### src/rtl/mdio_cmd_ctrl.sv
`timescale 1ns/1ps
module mdio_cmd_ctrl #(
  parameter int THR_W = 8
) (
  input  logic        clk,
  input  logic        rst_n,
  input  logic        reg_we,
  input  logic        reg_sel,
  input  logic [31:0] reg_wdata,
  output logic [31:0] cmd_rdata,
  output logic [31:0] data_rdata,
  output logic        mdc,
  output logic        mdio_o,
  output logic        mdio_oe,
  input  logic        mdio_i
);
  localparam int FRAME_LEN = 64;
  localparam int IDX_W     = $clog2(FRAME_LEN);
  localparam logic [IDX_W-1:0] LAST_BIT    = IDX_W'(FRAME_LEN - 1);
  localparam logic [IDX_W-1:0] RELEASE_BIT = IDX_W'(46);
  localparam logic [IDX_W-1:0] DATA_BIT    = IDX_W'(48);

  logic [THR_W-1:0]     thr, cnt;
  logic [4:0]           phy_ad, reg_ad;
  logic                 rd_go, wr_go, mdc_q;
  logic [15:0]          wval, rval, cap;
  logic [FRAME_LEN-1:0] shreg;
  logic [IDX_W-1:0]     bit_idx;

  wire busy    = rd_go | wr_go;
  wire cmd_acc = reg_we & ~reg_sel & ~busy;
  wire new_rd  = reg_wdata[18];
  wire new_wr  = reg_wdata[19] & ~reg_wdata[18];

  always_ff @(posedge clk or negedge rst_n) begin
    if (!rst_n) begin
      thr <= '0; cnt <= '0; phy_ad <= '0; reg_ad <= '0;
      rd_go <= 1'b0; wr_go <= 1'b0; mdc_q <= 1'b0;
      wval <= '0; rval <= '0; cap <= '0; shreg <= '0; bit_idx <= '0;
    end else begin
      if (reg_we && reg_sel) wval <= reg_wdata[15:0];
      if (cmd_acc) begin
        thr     <= reg_wdata[THR_W-1:0];
        phy_ad  <= reg_wdata[12:8];
        reg_ad  <= reg_wdata[17:13];
        rd_go   <= new_rd;
        wr_go   <= new_wr;
        cnt     <= '0;
        mdc_q   <= 1'b0;
        bit_idx <= '0;
        shreg   <= {32'hFFFF_FFFF, 2'b01, new_rd ? 2'b10 : 2'b01,
                    reg_wdata[12:8], reg_wdata[17:13], 2'b10,
                    new_rd ? 16'h0000 : wval};
      end else if (busy) begin
        if (cnt == thr) begin
          cnt   <= '0;
          mdc_q <= ~mdc_q;
          if (!mdc_q) begin
            if (rd_go && bit_idx >= DATA_BIT) cap <= {cap[14:0], mdio_i};
          end else if (bit_idx == LAST_BIT) begin
            rd_go <= 1'b0;
            wr_go <= 1'b0;
            if (rd_go) rval <= cap;
          end else begin
            bit_idx <= bit_idx + 1'b1;
            shreg   <= {shreg[FRAME_LEN-2:0], 1'b0};
          end
        end else begin
          cnt <= cnt + 1'b1;
        end
      end
    end
  end

  assign cmd_rdata  = 32'(thr) | {12'd0, wr_go, rd_go, reg_ad, phy_ad, 8'd0};
  assign data_rdata = {rval, wval};
  assign mdc        = mdc_q;
  assign mdio_o     = shreg[FRAME_LEN-1];
  assign mdio_oe    = busy & ~(rd_go & (bit_idx >= RELEASE_BIT));

  p_mdc_idle_low_r3: assert property (@(posedge clk) disable iff (!rst_n)
    !busy |-> !mdc);
  p_mdc_spacing_r3: assert property (@(posedge clk) disable iff (!rst_n)
    !$stable(mdc_q) |-> ($past(cnt) == $past(thr)));
  p_fields_hold_r7: assert property (@(posedge clk) disable iff (!rst_n)
    (busy && $past(busy)) |-> ($stable(thr) && $stable(phy_ad) && $stable(reg_ad)));
  p_rdata_on_done_r6: assert property (@(posedge clk) disable iff (!rst_n)
    !$stable(rval) |-> $fell(busy));
  p_one_start_r8: assert property (@(posedge clk) disable iff (!rst_n)
    $onehot0({rd_go, wr_go}));
endmodule

### config.mk
export PLATFORM = sky130hd
export DESIGN_NAME = mdio_cmd_ctrl
export DESIGN_NICKNAME = d
export VERILOG_FILES = /design/src/rtl/mdio_cmd_ctrl.sv
export SDC_FILE = /design/constraint.sdc
export NUM_CORES = 1
export LEC_CHECK = 0
export CAP_MARGIN = 20
export CORE_MARGIN = 8
export CORE_UTILIZATION = 53
export CTS_CLUSTER_DIAMETER = 200
export CTS_CLUSTER_SIZE = 25
export DETAILED_ROUTE_END_ITERATION = 8
export GPL_ROUTABILITY_DRIVEN = 0
export HOLD_SLACK_MARGIN = 0.05
export PLACE_DENSITY_LB_ADDON = 0.2
export SYNTH_ARGS = -nofsm -noshare
export SYNTH_HDL_FRONTEND = slang
export SYNTH_SLANG_ARGS = --single-unit
### constraint.sdc
create_clock -name clk -period 2.8 [get_ports clk]
set_input_delay 0.42 -clock clk [delete_from_list [all_inputs] [get_ports clk]]
set_output_delay 0.42 -clock clk [all_outputs]
set_load 0.1 [all_outputs]
==> out/qor.txt <==
outcome = completed
Final Power = 8.33 mW
Layout area overhead = 21.5%
slew of the pin with the lowest slew margin = 1.01 ns
Worst Skew = 0.00681 ns
share of cells above drive strength 1 = 26.0%
DIE WIDTH = 123 µm
Hold WS = 0.485 ns
Post-synth EDFFs = 0
Wirelength per Cell = 18.3 µm
final net count = 605
Synth warnings = 0
Critical Path Source Type = register
CTS max path bufs = 2
Syn Area/Cell = 12.6 µm²
Vias = 4104
H-tree levels = 4
Synth top cells by count = dfrtp_1 (147), nand2_1 (70), mux2_2 (38), o22a_1 (34), clkbuf_1 (22)
CTS resizes = 0
Reg clk slew, reported paths = 0.06 ns
Syn Inst Count = 486
core area = 11300 µm²
Setup Viol. Count Final = 0
Synth area leader = dfrtp_1
max_cap viols = 0
Final Cycle Share = 81.8%
number of global-route vias before repair = 4302
# IOs = 104
top-count cell post-synth = dfrtp_1
Pre-antenna DRT Iters = 4
Total GRT Usage = 18.3%
total gr overflow = 0
dpl ws = 0.198 ns
Worst slew margin = 32.0%
Clk Latency, worst-skew pair = 0.41 ns
area share of the largest cell type after synthesis = 60.2%
Post-synth ARST share = 100%
post-route minimum period = 2.29 ns
Final Hold Vio Count = 0
Remaining DRCs = 0
Port Buf Inserts = 79
global-route wire length before repair = 21.9 mm
Worst Setup SP = thr[5]$_DFFE_PN0P_
Hold Crit Class = reg -> reg
Synth Cell Area = 6110 µm²
initial antenna violation count = 0
Synth Flop Type = dfrtp_1
DR iter-0 viols = 408
Finished Layout Cells = 720
HP Start = phy_ad[0]$_DFFE_PN0P_
sequential fraction of the synthesis area = 60.2%
Req. time, crit path = 3.09 ns
dominant cells by area after synthesis = dfrtp_1 (60%), mux2_2 (7.0%), o22a_1 (4.9%)
root buf cell = clkbuf_16
Ant. Diodes = 0
crit end category = register
Initial Util = 54.0%
highest clock rate = 0.437 GHz
CTS tree = built
Seq cells post-synth = 147
RSZ-0062 raised after global routing = no
Max Slew Vio Count = 0
Total Routed Length = 13.2 mm
clk sink count = 147
power density over cell area = 1120 nW/µm²
row count = 39
hpwl dp = 8.44 mm
DIE AREA = 15200 µm²
Setup WS post-layout = 0.510 ns
TNS Setup = 0 ns
WS Path Type = reg -> reg
chip height = 123 µm
Via density = 5.70
Reg-to-Reg Start = thr[5]$_DFFE_PN0P_
Netlist cell types = 47
CTS buffer count = 17
Peak supply drop = 1.01 mV
crit path DAT = 2.58 ns
Post-CTS Setup Inserts = 0
leakage power = 3.37 nW
dpl cells = 689
Worst Path Max Fanout = 36
Final ANT Viol Nets = 0
pin count of the biggest net entering global routing = 72
[routing by layer]
metal	track usage (%)	routed length [µm]	part of all wire [%]	vias up
li1	-	-	-	1921
met1	23.7	6000	46	2075
met2	28.5	6320	48	102
met3	6.44	758	5.8	6
met4	5.42	94	0.71	0
met5	0	0	0	-
[cells by family after synthesis]
family | after synthesis | share of synthesized area, %
flops | 147 | 60.2
compound gates | 120 | 15.8
simple gates | 107 | 7.92
mux | 49 | 9.62
buf+inv | 49 | 4.38
xor+xnor | 11 | 1.58
fa+ha+maj | 2 | 0.409
other cells | 1 | 0.0614
[report_power, final]
part	switching (mW)	total, mW	internal, mW
sequential	0.513	3.32	2.80
combinational	2.10	2.91	0.816
clock	0.812	2.10	1.28
total	3.42	8.33	4.90
[timing repair]
| item | 4_1_cts | 5_1_grt |
|---|---|---|
| setup endpoints to repair | 0 | 0 |
| hold buffers | 1 | 0 |
| endpoints found under the hold margin | 68 | 0 |
[worst max-delay path: stages (launching register included)]
cell,delay (ns)
dfrtp_1,0.43
xor2_1,0.20
nor4_2,0.45
and2_1,0.21
buf_4,0.28
nand2_1,0.08
buf_4,0.25
o22a_1,0.24
[final timing paths]
kind | end | slack, ns | depth (start not counted)
min | phy_ad[0]$_DFFE_PN0P_ | 0.49 | 2
min reg2reg | phy_ad[0]$_DFFE_PN0P_ | 0.49 | 2
max | shreg[56]$_DFFE_PN0P_ | 0.51 | 7
max in group asynchronous | shreg[27]$_DFFE_PN0P_ | 1.46 | 3
min in group asynchronous | thr[0]$_DFFE_PN0P_ | 0.59 | 2
max reg2reg | shreg[56]$_DFFE_PN0P_ | 0.51 | 7
[state kept, by name, indices dropped and copies added, names as in the netlist]
signal,flops
bit_idx,6
cap,16
cnt,8
mdc,1
phy_ad,5
rd_go,1
reg_ad,5
rval,16
shreg,64
thr,8
wr_go,1
wval,16
[through the flow]
stage	util, %	area (µm²)
after floorplan	-	6150
final	65.6	7430
after CTS	65.6	7430
after global placement	60.8	6880
after global routing	65.6	7430
after detailed placement	60.8	6880
[area by class of cell]
type | instances | area (µm²)
Fill cell | 851 | 3890
Sequential cell | 147 | 3680
Multi-Input combinational cell | 301 | 2210
Timing Repair Buffer | 96 | 810
Clock buffer | 26 | 489
Tap cell | 143 | 179
Clock inverter | 4 | 48.8
Inverter | 3 | 11.3
[cell usage in the layout, fill, tap and decap left out, types with 3 or more instances in the layout]
cell type / instances
a22o_1: 7
a2bb2oi_1: 12
a31oi_1: 5
a32oi_1: 16
and2_1: 4
and3_1: 3
buf_4: 69
clkbuf_1: 6
clkbuf_16: 17
clkbuf_8: 3
clkdlybuf4s50_1: 23
conb_1: 12
dfrtp_1: 147
inv_1: 3
mux2_2: 38
mux2_4: 10
nand2_1: 70
nand3_1: 7
nand4_1: 3
nor2_1: 7
o21ai_0: 7
o22a_1: 34
o22ai_1: 11
o2bb2ai_1: 15
xor2_1: 10
Note: power is estimated with default switching activity, not from simulation.
